## src/rtl/hrb_pkg.sv

```systemverilog
// Shared constants and types for the sparse hit row buffer.
// Assumes: defaults describe a 42-pixel row split into six-pixel groups.
package hrb_pkg;
    localparam int HRB_NPIX  = 42;
    localparam int HRB_GRP_W = 6;
    localparam int HRB_TS_W  = 13;
    localparam int HRB_DEPTH = 19;

    typedef enum logic {
        SC_IDLE = 1'b0,
        SC_SCAN = 1'b1
    } scan_state_t;
endpackage

```

## src/rtl/hrb_scanner.sv

```systemverilog
// Captures the row on a strobe and walks it one group per clock, issuing a
// write request for each occupied group (or each group when override is set).
// Assumes: NPIX is a multiple of GRP_W; strobes during a scan are dropped.
module hrb_scanner
    import hrb_pkg::*;
#(
    parameter int NPIX  = HRB_NPIX,
    parameter int GRP_W = HRB_GRP_W,
    parameter int TS_W  = HRB_TS_W,
    localparam int NGRP  = NPIX / GRP_W,
    localparam int IDX_W = $clog2(NGRP)
) (
    input  logic             clk,
    input  logic             rst_n,
    input  logic [NPIX-1:0]  hits_i,
    input  logic             strobe_i,
    input  logic [TS_W-1:0]  tstamp_i,
    input  logic             override_i,
    output logic             busy_o,
    output logic             wr_en_o,
    output logic [TS_W-1:0]  wr_ts_o,
    output logic [GRP_W-1:0] wr_pat_o,
    output logic [IDX_W-1:0] wr_grp_o
);
    scan_state_t      state_q;
    logic [NPIX-1:0]  hold_q;
    logic [TS_W-1:0]  ts_q;
    logic             ovr_q;
    logic [IDX_W-1:0] grp_q;
    logic [GRP_W-1:0] grp_pat [NGRP];
    logic             scanning;

    // Slice the held row into its groups, bit 0 of each = lowest pixel.
    for (genvar g = 0; g < NGRP; g++) begin : g_slice
        assign grp_pat[g] = hold_q[g*GRP_W +: GRP_W];
    end

    assign scanning = (state_q == SC_SCAN);

    // Capture on an idle strobe, then step the group index to the end.
    always_ff @(posedge clk) begin
        if (!rst_n) begin
            state_q <= SC_IDLE;
            hold_q  <= '0;
            ts_q    <= '0;
            ovr_q   <= 1'b0;
            grp_q   <= '0;
        end else if (!scanning) begin
            if (strobe_i) begin
                state_q <= SC_SCAN;
                hold_q  <= hits_i;
                ts_q    <= tstamp_i;
                ovr_q   <= override_i;
                grp_q   <= '0;
            end
        end else begin
            if (grp_q == IDX_W'(NGRP - 1)) begin
                state_q <= SC_IDLE;
                grp_q   <= '0;
            end else begin
                grp_q <= grp_q + 1'b1;
            end
        end
    end

    // Present the current group as a write request.
    always_comb begin
        wr_pat_o = grp_pat[grp_q];
        wr_ts_o  = ts_q;
        wr_grp_o = grp_q;
        wr_en_o  = scanning && ((|wr_pat_o) || ovr_q);
    end

    assign busy_o = scanning;


    grp_range_chk: assert property (@(posedge clk) disable iff (!rst_n)
        scanning |-> (grp_q < IDX_W'(NGRP)));

    scan_end_chk: assert property (@(posedge clk) disable iff (!rst_n)
        (scanning && grp_q == IDX_W'(NGRP - 1)) |=> !busy_o);

    scan_start_chk: assert property (@(posedge clk) disable iff (!rst_n)
        (!scanning && strobe_i) |=> (busy_o && grp_q == '0));

    grp_step_chk: assert property (@(posedge clk) disable iff (!rst_n)
        (scanning && grp_q != IDX_W'(NGRP - 1)) |=> (grp_q == $past(grp_q) + 1'b1));
endmodule

```

## src/rtl/hrb_store.sv

```systemverilog
// Entry memory with a one-hot write pointer, overflow flag and a one-hot
// read pointer that hands out valid entries in write order.
// Assumes: entries fill from the lowest slot; space returns only on clear.
module hrb_store #(
    parameter int DEPTH = 19,
    parameter int ENT_W = 22
) (
    input  logic             clk,
    input  logic             rst_n,
    input  logic             clear_i,
    input  logic             wr_en_i,
    input  logic [ENT_W-1:0] wr_data_i,
    input  logic             rd_ready_i,
    output logic             rd_valid_o,
    output logic             rd_last_o,
    output logic [ENT_W-1:0] rd_data_o,
    output logic             ovf_o
);
    logic [DEPTH-1:0] wptr_q, rptr_q, valid_q;
    logic [ENT_W-1:0] mem_q [DEPTH];
    logic             full, wr_ok, rd_fire;
    logic [DEPTH-1:0] sel;

    assign full    = ~|wptr_q;
    assign wr_ok   = wr_en_i && !full;
    assign sel     = rptr_q & valid_q;
    assign rd_valid_o = |sel;
    assign rd_last_o  = rd_valid_o && !(|((rptr_q << 1) & valid_q));
    assign rd_fire    = rd_valid_o && rd_ready_i;

    // Pointers, valid bits and overflow; clear takes priority over traffic.
    always_ff @(posedge clk) begin
        if (!rst_n || clear_i) begin
            wptr_q  <= DEPTH'(1);
            rptr_q  <= DEPTH'(1);
            valid_q <= '0;
            ovf_o   <= 1'b0;
        end else begin
            if (wr_en_i && full) ovf_o <= 1'b1;
            if (wr_ok)   wptr_q <= wptr_q << 1;
            if (rd_fire) rptr_q <= rptr_q << 1;
            valid_q <= (valid_q | (wr_ok ? wptr_q : '0)) & ~(rd_fire ? rptr_q : '0);
        end
    end

    // One data register per slot, loaded when the write pointer selects it.
    for (genvar i = 0; i < DEPTH; i++) begin : g_slot
        always_ff @(posedge clk) begin
            if (wr_ok && wptr_q[i] && !clear_i) mem_q[i] <= wr_data_i;
        end
    end

    // AND-OR read mux over the selected valid slot.
    always_comb begin
        rd_data_o = '0;
        for (int i = 0; i < DEPTH; i++) begin
            if (sel[i]) rd_data_o = rd_data_o | mem_q[i];
        end
    end


    wptr_onehot_chk: assert property (@(posedge clk) disable iff (!rst_n)
        $onehot0(wptr_q));

    rptr_onehot_chk: assert property (@(posedge clk) disable iff (!rst_n)
        $onehot0(rptr_q));

    ovf_cause_chk: assert property (@(posedge clk) disable iff (!rst_n)
        $rose(ovf_o) |-> $past(wr_en_i && full));

    stay_full_chk: assert property (@(posedge clk) disable iff (!rst_n)
        (full && !clear_i) |=> (~|wptr_q));

    hold_word_chk: assert property (@(posedge clk) disable iff (!rst_n)
        (rd_valid_o && !rd_ready_i && !clear_i) |=> (rd_valid_o && $stable(rd_data_o)));

    clear_empty_chk: assert property (@(posedge clk) disable iff (!rst_n)
        clear_i |=> (!ovf_o && !rd_valid_o));
endmodule

```

## src/rtl/hit_row_buffer.sv

```systemverilog
// Sparse hit row buffer: group scanner feeding a one-hot entry memory with
// valid/ready readout tagged by a constant row identifier.
// Assumes: strobe is synchronous to clk; hits_i is stable around the strobe.
module hit_row_buffer
    import hrb_pkg::*;
#(
    parameter int          NPIX   = HRB_NPIX,
    parameter int          GRP_W  = HRB_GRP_W,
    parameter int          TS_W   = HRB_TS_W,
    parameter int          DEPTH  = HRB_DEPTH,
    parameter int          ROW_W  = 8,
    parameter logic [ROW_W-1:0] ROW_ID = 8'd5,
    localparam int NGRP  = NPIX / GRP_W,
    localparam int IDX_W = $clog2(NGRP),
    localparam int ENT_W = TS_W + GRP_W + IDX_W
) (
    input  logic             clk,
    input  logic             rst_n,
    input  logic [NPIX-1:0]  hits_i,
    input  logic             strobe_i,
    input  logic [TS_W-1:0]  tstamp_i,
    input  logic             override_i,
    input  logic             clear_i,
    output logic             busy_o,
    output logic             ovf_o,
    output logic             rd_valid_o,
    input  logic             rd_ready_i,
    output logic             rd_last_o,
    output logic [ROW_W-1:0] rd_row_o,
    output logic [TS_W-1:0]  rd_tstamp_o,
    output logic [GRP_W-1:0] rd_pattern_o,
    output logic [IDX_W-1:0] rd_group_o
);
    logic             wr_en;
    logic [TS_W-1:0]  wr_ts;
    logic [GRP_W-1:0] wr_pat;
    logic [IDX_W-1:0] wr_grp;
    logic [ENT_W-1:0] rd_data;

    hrb_scanner #(
        .NPIX  (NPIX),
        .GRP_W (GRP_W),
        .TS_W  (TS_W)
    ) u_scan (
        .clk        (clk),
        .rst_n      (rst_n),
        .hits_i     (hits_i),
        .strobe_i   (strobe_i),
        .tstamp_i   (tstamp_i),
        .override_i (override_i),
        .busy_o     (busy_o),
        .wr_en_o    (wr_en),
        .wr_ts_o    (wr_ts),
        .wr_pat_o   (wr_pat),
        .wr_grp_o   (wr_grp)
    );

    hrb_store #(
        .DEPTH (DEPTH),
        .ENT_W (ENT_W)
    ) u_store (
        .clk        (clk),
        .rst_n      (rst_n),
        .clear_i    (clear_i),
        .wr_en_i    (wr_en),
        .wr_data_i  ({wr_ts, wr_pat, wr_grp}),
        .rd_ready_i (rd_ready_i),
        .rd_valid_o (rd_valid_o),
        .rd_last_o  (rd_last_o),
        .rd_data_o  (rd_data),
        .ovf_o      (ovf_o)
    );

    // Split the stored word into its fields and attach the row identifier.
    assign {rd_tstamp_o, rd_pattern_o, rd_group_o} = rd_data;
    assign rd_row_o = ROW_ID;


    group_tag_chk: assert property (@(posedge clk) disable iff (!rst_n)
        rd_valid_o |-> (rd_group_o < IDX_W'(NGRP)));
endmodule

```

## config.mk

```make
export PLATFORM = sky130hd
export DESIGN_NAME = hit_row_buffer
export DESIGN_NICKNAME = d
export VERILOG_FILES = /design/src/rtl/hrb_pkg.sv /design/src/rtl/hrb_scanner.sv /design/src/rtl/hrb_store.sv /design/src/rtl/hit_row_buffer.sv
export SDC_FILE = /design/constraint.sdc
export NUM_CORES = 1
export LEC_CHECK = 0
export ABC_AREA = 1
export BUFFER_PORTS_ARGS = -buffer_cell sky130_fd_sc_hd__buf_4
export CAP_MARGIN = 20
export CORE_ASPECT_RATIO = 1.75
export CORE_UTILIZATION = 60
export CTS_CLUSTER_DIAMETER = 200
export DETAILED_ROUTE_END_ITERATION = 12
export PLACE_DENSITY = 0.82
export SLEW_MARGIN = 20
export SYNTH_ARGS = -nofsm -noshare
export SYNTH_HDL_FRONTEND = slang
export SYNTH_HIERARCHICAL = 1
export SYNTH_SLANG_ARGS = --single-unit
export TNS_END_PERCENT = 10
```

## constraint.sdc

```tcl
create_clock -name clk -period 10.81 [get_ports clk]
set_input_delay 1.081 -clock clk [delete_from_list [all_inputs] [get_ports clk]]
set_output_delay 1.081 -clock clk [all_outputs]
set_load 0.005 [all_outputs]
```

-- Word level (Yosys, flattened, before mapping)
Memory sizes are Yosys's and may differ from the RTL's.
Index checks and enable logic that the tools add are counted.
- add/sub/neg operators: 1
- $lt $le $gt $ge: 1
- equality and inequality tests: 1
- multiplexer cells: 68
- bitwise operators: 25
- reduce and logical (&&, ||, !) cells: 55
- operator list (kind ; count):
    $mux W22 ; 19
    $or A22 B22 Y22 ; 18
    $and A19 B19 Y19 ; 3
    $reduce_or A19 Y1 ; 3
    $logic_and A1 B1 Y1 ; 43
    $mux W1 ; 41
    $mux W19 ; 2
    $not A19 Y19 ; 1
    $or A19 B19 Y19 ; 1
    $bmux W6 S3 ; 1
    $mux W6 ; 2
    $mux W3 ; 3
    $reduce_or A6 Y1 ; 1
    $ge A4 B4 Y1 const B ; 1
    $logic_not A1 Y1 ; 4
    $not A3 Y4 ; 1
    $add A3 B1 Y3 const B ; 1
    $eq A3 B3 Y1 const B ; 1
    $logic_or A1 B1 Y1 ; 2
    $reduce_and A2 Y1 ; 1
    $reduce_bool A2 Y1 ; 1
    $not A1 Y1 ; 1
- register bits after elaboration: 118
- bits in writable memories: 418
- input bits: 61
- output and inout bits: 34
- memories kept: 1
- memory list (memory ; words ; bits a word ; rd ports ; clocked after Yosys merged registers in ; wr ports ; line ; RTL):
    u_store.mem_q ; 19 ; 22 ; 19 ; 0 ; 19 ; hrb_store.sv:20 ; logic [ENT_W-1:0] mem_q [DEPTH];

-- Logic depth before layout (Yosys ltp)
Gate-level depths: netlist of the first run.
- depth after elaboration: 38
- mapped depth: 16

-- By module
Netlist of the first run, hierarchy kept.
- by module, submodules not included (module ; times used ; cells an instance ; area each (sq um) ; sequential area each (sq um)):
    hrb_store ; 1 ; 1434 ; 18017.3 ; 13713.2
    hrb_scanner ; 1 ; 371 ; 2526.2 ; 1201.2
    hit_row_buffer ; 1 ; 10 ; 67.6 ; 0.0

-- Worst setup path before layout of the first run
Ideal clock, no wire load.
- path type: register to register
- start: register u_scan.grp_q[2], in the netlist u_scan/wr_grp_o[2]
- end: memory u_store.mem_q[18][0], enable pin
- arrival: 3.681 ns
- required time: 10.381 ns
- slack: 6.701 ns
- cell stages (with the launch flop): 14
- buffers on the path: 1
- period minus slack after synthesis: 4.109 ns
- cells stage by stage: dfxtp_1 > inv_1 > nor2_2 > nand3_1 > nand2_1 > inv_1 > nand2_1 > nor2_1 > nand2_1 > nor2_1 > nor2_1 > clkbuf_1 > inv_1 > nor3_1
- RTL lines (what ; line ; RTL):
    from (decl) ; hrb_scanner.sv:29 ; logic [IDX_W-1:0] grp_q;
    from (signal assigned) ; hrb_scanner.sv:61 ; grp_q <= grp_q + 1'b1;
    to (decl) ; hrb_store.sv:20 ;

-- Final worst setup path of the first run
- start: register u_store.rptr_q[13]
- end: output rd_last_o
- longest elaborated chain between the ends: 4
- RTL lines (what ; line ; RTL):
    from (decl) ; hrb_store.sv:19 ; logic [DEPTH-1:0] wptr_q, rptr_q, valid_q;
    from (signal assigned) ; hrb_store.sv:41 ; if (rd_fire) rptr_q <= rptr_q << 1;
    $and A19 B19 Y19 ; hrb_store.sv:28 ; assign rd_last_o = rd_valid_o && !(|((rptr_q << 1) & valid_q));
    $reduce_or A19 Y1 ; hrb_store.sv:28 ;
    $logic_not A1 Y1 ; hrb_store.sv:28 ;
    $logic_and A1 B1 Y1 (*) ; hrb_store.sv:28 ;
    to (decl) ; hit_row_buffer.sv:28 ; output logic rd_last_o,
Every way passes the cells marked *; elsewhere a longest branch is shown, timed or not.

==> results of run 1 <==
[routing by layer]
metal / global-route usage [%] / part of all wire (%) / vias to the layer above
li1: - / - / 6403
met1: 38.7 / 33 / 6969
met2: 54.9 / 50 / 1135
met3: 4.51 / 10 / 251
met4: 21.6 / 6.9 / 0
met5: 0 / 0 / -
[worst reg2reg max path, stage by stage (launching register included)]
cell and delay, ps:
dfxtp_1 1020, nand2_1 120, nor2_1 340, nand2_1 110, nand2_1 90, inv_1 40
nand2_1 480, nor2_1 120, nand2_1 80, nor2_1 40, nor2_1 170, buf_4 290
nand3_1 210, nor2_4 640
[path summary, 6_finish.rpt]
kind	depth (start not counted)	end	from	slack [ps]
worst max-delay path	9	rd_last_o	u_store/rptr_q[13]$_SDFFE_PP0P_	6580
worst min-delay path	2	u_scan/hold_q[32]$_SDFFE_PN0P_	u_scan/hold_q[32]$_SDFFE_PN0P_	460
worst max register to register	13	u_store/mem_q[13][19]$_DFFE_PP_	u_scan/wr_grp_o[1]$_SDFFE_PN0P_	6670
worst min register to register	2	u_scan/hold_q[32]$_SDFFE_PN0P_	u_scan/hold_q[32]$_SDFFE_PN0P_	460
[power by group]
part	total, mW	switching (mW)	internal (mW)
Combinational	0.146	0.103	0.0432
Clock	1.61	0.692	0.915
Sequential	2.31	0.0401	2.27
Total	4.06	0.835	3.22
[cells in the mapped netlist (all sizes together)]
master,count
a211oi,4
a21oi,75
a221oi,16
a22o,5
buf,33
clkbuf,65
clkinv,2
conb,2
dfxtp,118
edfxtp,418
inv,90
nand2,519
nand3,173
nand3b,2
nand4,60
nor2,138
nor3,25
nor4,1
o2111ai,3
o211ai,1
o21ai,63
o21bai,1
or2,1
[cell families after synthesis]
group	count (synthesis)	synth area share (%)
buf+inv	190	4.00
flops	536	72.4
compound gates	168	4.64
simple gates	919	19.0
other cells	2	0.0364
[metrics by stage]
step	cell area (sq um)	std cells	setup WS, ps
after floorplan	20600	1821	6700
after global placement	21600	2289	6610
after detailed placement	21600	2289	6520
after CTS	23100	2368	6500
after global routing	23100	2369	6390
final	23100	2369	6580
[state kept, by name (all words and copies together) (netlist names)]
register	count
u_scan/hold_q	42
u_store/ovf_o	1
u_store/wptr_q	19
u_store/mem_q	418
u_scan/wr_grp_o	3
u_scan/wr_ts_o	13
u_scan/busy_o	1
u_store/valid_q	19
u_store/rptr_q	19
u_scan/ovr_q	1
[layout make-up]
type	instances	area, sq um
inverters	92	345
well taps	455	569
multi-input cells	1095	4960
clock buffers	60	1270
repair buffers	112	848
fillers	2249	10600
flip-flops and latches	536	14900
clock inverters	19	193
==> flow_summary.yaml, run 1 <==
power_and_ir_drop:
  power.total_mw: 4.06
  p_leak_nw: 8.53
  ir_drop_mv: 0.129
  powerDensity_mw_per_mm2: 176
routing:
  viasPerCell: 6.23
  wirelength_um: 55700
  drc_errors: 0
  vias: 14800
  drtAntennaViolNets: 0
  wire_per_inst_um: 23.5
  drtPass1Iterations: 6
  drt_iter0_drc: 1815
logic_synthesis:
  ys_types: 34
  yosysSeqAreaShare_pct: 72.4
  synth_top_area_share_pct: 60.9
  syn-instance-count: 1815
  synth_area_per_cell_sq_um: 11.4
  yosysTopAreaCell: "edfxtp_1"
  ys_ff_latch: 536
  ys_top_cells_by_area: "edfxtp_1, dfxtp_1, nand2_1, nand3_1, nor2_1"
  yosys_warnings: 6
  netlist_area_sq_mm: 0.0206
sta:
  min_period_ps: 4230
  drv_slew: 0
  skew_ps: 15.6
  timing.fmax_ghz: 0.236
  setup-violations-final: 0
  finalCritPeriodShare_pct: 39.1
  slew-limit-headroom_pct: 16.7
  tns_ps: 0
  whs_ps: 456
  rsz0062_at_grt: "false"
  worstMarginPinSlew_ps: 1250
  hold_viol_final: 0
worst_setup_path:
  cp-start-kind: "flop"
  cp_common_cell: "nand2_1"
  end_kind: "output pin"
  cp_max_fo: 26
  cp.required_ps: 9730
  crit_family: "simple AND/OR/NAND/NOR gates"
  cp.arrival_ps: 3150
  path_cells: "nand2_1 -> nand2_1 -> nor2_2 -> nand2_1 -> nor2_1 -> nand2_1 -> nand2_1 -> nor2_1 -> buf_4"
  worstSetupPathType: "flop to output pin"
  cp.buffers_inverters: 1
  crit_path_top_delay_cell: "dfxtp_1"
  cpPeakStageDelay_ps: 1140
floorplan:
  die-height_um: 247
  fp.coreArea_sq_mm: 0.0337
  initial_core_util_pct: 61.1
  ios: 95
  die_width_um: 142
  num_rows: 89
  dieArea_sq_mm: 0.0351
layout:
  diodes: 0
  utilization_pct: 68.5
  final_cell_mix: "nand2_1, edfxtp_1, nand3_1"
  layout-drive-gt1-share_pct: 11.4
  layout_commonest_cell: "nand2_1"
  nets: 1941
  area_growth_pct: 12.1
cts:
  cts_tree: "yes"
  cts-root-buf: "clkbuf_16"
  cts_inserted_buffers: 43
  clock_path_buffers: 3
  htree_num_levels: 2
  cts.sinks: 536
  clk_pin_slew_ps: 60
  insertion_delay_ps: 560
  hold_buffers: 0
  postCtsResizedCells: 0
  cts_setup_buffers: 0
placed_design:
  gp_congestion: 0.937
  port_buffers: 86
  place.detailed.hpwl_um: 34900
run_status:
  outcome: "finished clean"
flow_run:
  maxCapViolations: 0
worst_hold_path:
  hold_path_class: "flop to flop"
global_routing:
  antenna_found_initial: 0
  grt-ovfl-total: 0
  grt_max_degree: 80
  grt_pass1_wl_um: 83000
  first_global_vias: 14200
  grt_use_total_pct: 32.5
Power figures use the tool's default switching activity.
==> inputs of run 2 (changes only) <==
- clock period: 10.81 -> 4.4 ns (I/O delays scaled with it)
==> run 2 against run 1 <==
Effect of this change: register-to-register slack worse by 5400 ps; sequential power up 150%; utilization up 0.37 points; sequential cell count unchanged; largest power group unchanged; highest routed layer unchanged.
==> flow_summary.yaml, run 2 (synthesized netlist as in run 1, its figures left out) <==
worst_setup_path:
  cpPeakStageDelay_ps: 550
  path_cells: "nand2_1 -> clkinv_1 -> buf_4 -> nand2_1 -> nand4_1 -> nor3_1 -> nand3_1 -> buf_4"
  cp-start-kind: "flop"
  crit_path_top_delay_cell: "nor3_1"
  cp.arrival_ps: 3110
  cp.required_ps: 3960
  worstSetupPathType: "flop to output pin"
  cp_max_fo: 15
  cp.buffers_inverters: 3
  end_kind: "output pin"
  crit_family: "simple AND/OR/NAND/NOR gates"
layout:
  nets: 1959
  largest_registers: "u_store/mem_q (418), u_scan/hold_q (42)"
  seq_area_sq_mm: 0.0149
  diodes: 0
  top_register: "u_store/mem_q"
  n_fill_cell: 2205
  layout_commonest_cell: "nand2_1"
  utilization_pct: 68.8
  final_cell_mix: "nand2_1, edfxtp_1, nand3_1"
  area_growth_pct: 12.7
  layout-drive-gt1-share_pct: 12.2
  largest_register_ffs: 418
  multi_input_area_sq_mm: 0.00495
sta:
  min_period_ps: 3550
  slew-limit-headroom_pct: 22.2
  drv_slew: 0
  rsz0062_at_grt: "false"
  worstMarginPinSlew_ps: 1170
  finalCritPeriodShare_pct: 80.7
  tns_ps: 0
  hold_viol_final: 0
  skew_ps: 17.5
  timing.fmax_ghz: 0.281
  setup-violations-final: 0
placed_design:
  gp_congestion: 0.940
  port_buffers: 86
  place.detailed.hpwl_um: 36000
floorplan:
  num_rows: 89
  die_width_um: 142
  initial_core_util_pct: 61.1
  fp.coreArea_sq_mm: 0.0337
  dieArea_sq_mm: 0.0351
  die-height_um: 247
  ios: 95
global_routing:
  grt-ovfl-total: 0
  grt_use_total_pct: 33.5
  grt_pass1_wl_um: 85400
  first_global_vias: 14600
  grt_max_degree: 81
  antenna_found_initial: 0
power_and_ir_drop:
  seqPwrFrac_pct: 56.2
  power.switching_mw: 2.12
  p_leak_nw: 8.61
  pwr-share-comb_pct: 3.6
  pwr-share-clk_pct: 40.2
  powerDensity_mw_per_mm2: 434
  swShare_pct: 21.0
  p_int_mw: 7.96
  ir_drop_mv: 0.394
cts:
  cts.sinks: 536
  cts_tree: "yes"
  clk_pin_slew_ps: 70
  hold_buffers: 0
  insertion_delay_ps: 560
  cts-root-buf: "clkbuf_16"
  postCtsResizedCells: 0
  cts_inserted_buffers: 43
  cts_setup_buffers: 0
  htree_num_levels: 2
  clock_path_buffers: 3
routing:
  drtAntennaViolNets: 0
  drtPass1Iterations: 6
  viasPerCell: 6.20
  drc_errors: 0
  wire_per_inst_um: 23.9
  drt_iter0_drc: 2178
  wirelength_um: 57100
  vias: 14800
worst_hold_path:
  hold_path_class: "input port to flop"
flow_run:
  maxCapViolations: 0
run_status:
  outcome: "finished clean"
-- run 2: worst paths after layout --
kind | startpoint | endpoint | slack (ps) | cells after the start
min reg2reg | u_scan/hold_q[32]$_SDFFE_PN0P_ | u_scan/hold_q[32]$_SDFFE_PN0P_ | 460 | 2
max reg2reg | u_scan/wr_grp_o[0]$_SDFFE_PN0P_ | u_store/mem_q[14][10]$_DFFE_PP_ | 1280 | 13
max | u_store/rptr_q[5]$_SDFFE_PP0P_ | rd_group_o[2] | 850 | 8
min | hits_i[23] | u_scan/hold_q[23]$_SDFFE_PN0P_ | 130 | 3
-- run 2: through the flow --
stage / hold slack (ps) / power, mW / area, sq um / cells / worst slack, ps
2_1_floorplan: 429 / 5.93 / 20600 / 1821 / 291
3_3_place_gp: 443 / 6.10 / 21800 / 2308 / 1520
3_5_place_dp: 448 / 6.12 / 21800 / 2308 / 1400
4_1_cts: 116 / 10.1 / 23200 / 2387 / 946
5_1_grt: 137 / 10.3 / 23200 / 2387 / 762
6_report: 132 / 10.1 / 23200 / 2387 / 848
-- run 2: routing by layer --
metal / global-route usage, % / wire [um] / up-vias
li1: - / - / 6437
met3: 6.55 / 6550 / 244
met5: 0 / 0 / -
met2: 55.8 / 28200 / 1143
met1: 39.6 / 18500 / 6987
met4: 21.9 / 3840 / 0
-- run 2: cell type report --
type	count	share of cell area [%]
flip-flops and latches	536	64.2
multi-input cells	1095	21.3
clock buffers	48	4.71
repair buffers	130	4.20
well taps	455	2.45
clock inverters	31	1.64
inverters	92	1.49
-- run 2: power groups by stage --
stage                     clock network [mW]  logic (mW)  registers [mW]
after floorplan                            0       0.214            5.72
after global placement                     0       0.341            5.76
after detailed placement                   0       0.350            5.77
after CTS                               4.07       0.354            5.66
after global routing                    4.24       0.394            5.67
final                                   4.06       0.362            5.66
-- run 2: worst min-delay path: cells and delay by family --
kind | cells | cell delay, ps
AOI/OAI and AO/OA | 1 | 70
buffers and inverters | 1 | 80
and+or+nand+nor | 1 | 70
==> inputs of run 3 (changes only) <==
- CORE_UTILIZATION: 60 -> 55
- PLACE_DENSITY: 0.82 -> 0.79
- clock period: 4.4 -> 2.85 ns (I/O delays scaled with it)
==> run 3 against run 2 <==
Effect of this change: the flow now finishes with violations (negative setup slack); sequential share of layout area is 3.4 points lower; via count is 1.1% higher; global-route usage is 1.2 points higher; first-iteration DRC count is 8.1% lower; final cell count is 4.9% higher; power is 57% higher; sequential cell count stayed put; die area is 9.0% higher; critical path depth is 1 lower; highest routed layer unchanged.
==> flow_summary.yaml, run 3 (synthesized netlist as in run 1, its figures left out) <==
run_status:
  outcome: "finished with violations"
  violations: "negative setup slack"
layout:
  nets: 2058
  layout_commonest_cell: "nand2_1"
  diodes: 0
  layout-drive-gt1-share_pct: 16.5
  utilization_pct: 66.5
  largest_registers: "u_store/mem_q (418), u_scan/hold_q (42)"
  n_fill_cell: 2597
  largest_register_ffs: 418
  final_cell_mix: "nand2_1, edfxtp_1, buf_4"
  area_growth_pct: 19.1
  top_register: "u_store/mem_q"
global_routing:
  grt_use_total_pct: 34.7
  grt_max_degree: 60
  antenna_found_initial: 0
  first_global_vias: 14500
  grt-ovfl-total: 0
  grt_pass1_wl_um: 93500
cts:
  cts-root-buf: "clkbuf_16"
  cts.sinks: 536
  clk_pin_slew_ps: 60
  htree_num_levels: 2
  clock_path_buffers: 3
  cts_inserted_buffers: 45
  insertion_delay_ps: 570
  cts_tree: "yes"
worst_setup_path:
  cp-start-kind: "flop"
  cpPeakStageDelay_ps: 420
  reg2regPathDepth: 14
  crit_start: "u_store/rptr_q[11]$_SDFFE_PP0P_"
  end_kind: "output pin"
  timing.rr.start: "u_scan/wr_grp_o[1]$_SDFFE_PN0P_"
  crit_end: "rd_tstamp_o[8]"
  rr_endpoint: "u_store/mem_q[18][1]$_DFFE_PP_"
  worstSetupPathType: "flop to output pin"
  r2r_setup_slack_ps: 180
  cp_max_fo: 21
  cp.arrival_ps: 2600
  crit_path_top_delay_cell: "nor3_1"
  cp.required_ps: 2570
  path_cells: "nand2_1 -> inv_1 -> nand2_1 -> o2111ai_1 -> nor3_1 -> nand2_1 -> buf_4"
  cp_common_cell: "nand2_1"
power_and_ir_drop:
  p_int_mw: 12.4
  ir_drop_mv: 0.469
  powerDensity_mw_per_mm2: 644
  pwr-share-clk_pct: 40.3
  seqPwrFrac_pct: 55.5
  swShare_pct: 21.3
  p_leak_nw: 9.13
  power.switching_mw: 3.37
  pwr-share-comb_pct: 4.2
worst_hold_path:
  hold_path_class: "input port to flop"
sta:
  timing.fmax_ghz: 0.347
  setup-violations-final: 5
  tns_ps: -97.6
  worstMarginPinSlew_ps: 1210
  drv_slew: 0
  skew_ps: 23.5
  whs_ps: 17.5
  finalCritPeriodShare_pct: 101
  setup_ws_ps: -32.4
  rsz0062_at_grt: "true"
  slew-limit-headroom_pct: 19.3
  min_period_ps: 2880
  hold_viol_final: 0
routing:
  drtPass1Iterations: 6
  drc_errors: 0
  viasPerCell: 5.98
  drt_iter0_drc: 2001
  vias: 15000
  wirelength_um: 65100
  wire_per_inst_um: 26.0
  drtAntennaViolNets: 0
floorplan:
  num_rows: 93
  ios: 95
  dieArea_sq_mm: 0.0383
  die_width_um: 148
  initial_core_util_pct: 55.9
  fp.coreArea_sq_mm: 0.0369
  die-height_um: 258
placed_design:
  port_buffers: 86
  place.detailed.hpwl_um: 44200
  gp_congestion: 0.993
flow_run:
  maxCapViolations: 0
==> run 3: cell types whose count changed in the layout (fill, tap and decap cells not counted), sizes merged <==
cell	previous run	this run
buf	130	196
clkinv	14	18
clkbuf	48	52
inv	94	84
dlygate4sd3	0	29
clkinvlp	7	12
==> run 3: how the worst min path moves through the flow <==
stage	from	endpoint	slack, ps	cells past startpoint
5_1_grt	hits_i[31]	u_scan/hold_q[31]$_SDFFE_PN0P_	20	3
3_3_place_gp	u_scan/hold_q[34]$_SDFFE_PN0P_	u_scan/hold_q[34]$_SDFFE_PN0P_	440	2
4_1_cts	override_i	u_scan/ovr_q$_SDFFE_PN0P_	0.7	3
2_1_floorplan	clear_i	u_store/rptr_q[0]$_SDFFE_PP1P_	430	2
6_report	tstamp_i[9]	u_scan/wr_ts_o[9]$_SDFFE_PN0P_	20	3
3_5_place_dp	u_scan/hold_q[24]$_SDFFE_PN0P_	u_scan/hold_q[24]$_SDFFE_PN0P_	450	2
==> run 3: power groups by stage <==
stage | Combinational, mW | Clock, mW | Sequential [mW]
6_report | 0.668 | 6.37 | 8.78
5_1_grt | 0.715 | 6.66 | 8.77
4_1_cts | 0.647 | 6.40 | 8.77
3_5_place_dp | 0.610 | 0 | 8.94
3_3_place_gp | 0.603 | 0 | 8.93
2_1_floorplan | 0.340 | 0 | 8.83
==> run 3: repair_timing <==
| action | 4_1_cts | 5_1_grt |
|---|---|---|
| buffers inserted | 12 | 14 |
| endpoints found under the hold margin | 29 | 0 |
| endpoints found under the setup margin | 14 | 198 |
| cloned | 1 | 1 |
| hold buffers | 29 | 0 |
| gates resized for setup | 7 | 31 |
| pin swaps | 1 | 3 |
==> run 3: critical path: cells and delay by family, from the launching register on <==
kind                   cells  cell delay, ps
DFF                        1             340
AOI/OAI and AO/OA          1             280
buffers and inverters      2             570
and+or+nand+nor            4             830
==> run 3: final cells by class <==
cell class | instances | area [sq um] | area share (%)
Clock buffer | 52 | 1150 | 4.69
Timing Repair Buffer | 225 | 2010 | 8.20
Inverter | 92 | 382 | 1.55
Timing Repair inverter | 2 | 15.0 | 0.0612
Sequential cell | 536 | 14900 | 60.8
Clock inverter | 28 | 345 | 1.41
Multi-Input combinational cell | 1095 | 5120 | 20.9
Tap cell | 475 | 594 | 2.42
==> run 3: metrics by stage <==
step	std cells	area, sq um	total power, mW	setup slack [ps]
after floorplan	1821	20800	9.17	-67.6
after global placement	2368	22400	9.53	284
after detailed placement	2368	22400	9.55	211
after CTS	2490	24300	15.8	-59.6
after global routing	2505	24500	16.2	-40.2
final	2505	24500	15.8	-32.4
==> run 3: routing by layer <==
metal	track usage, %	part of all wire [%]	up-vias	routed length, um
met2	56.1	48	985	31100
met3	6.02	9.2	240	5980
li1	-	-	6634	-
met1	38.3	31	7115	20400
met5	0	0	-	0
met4	33.7	12	0	7510
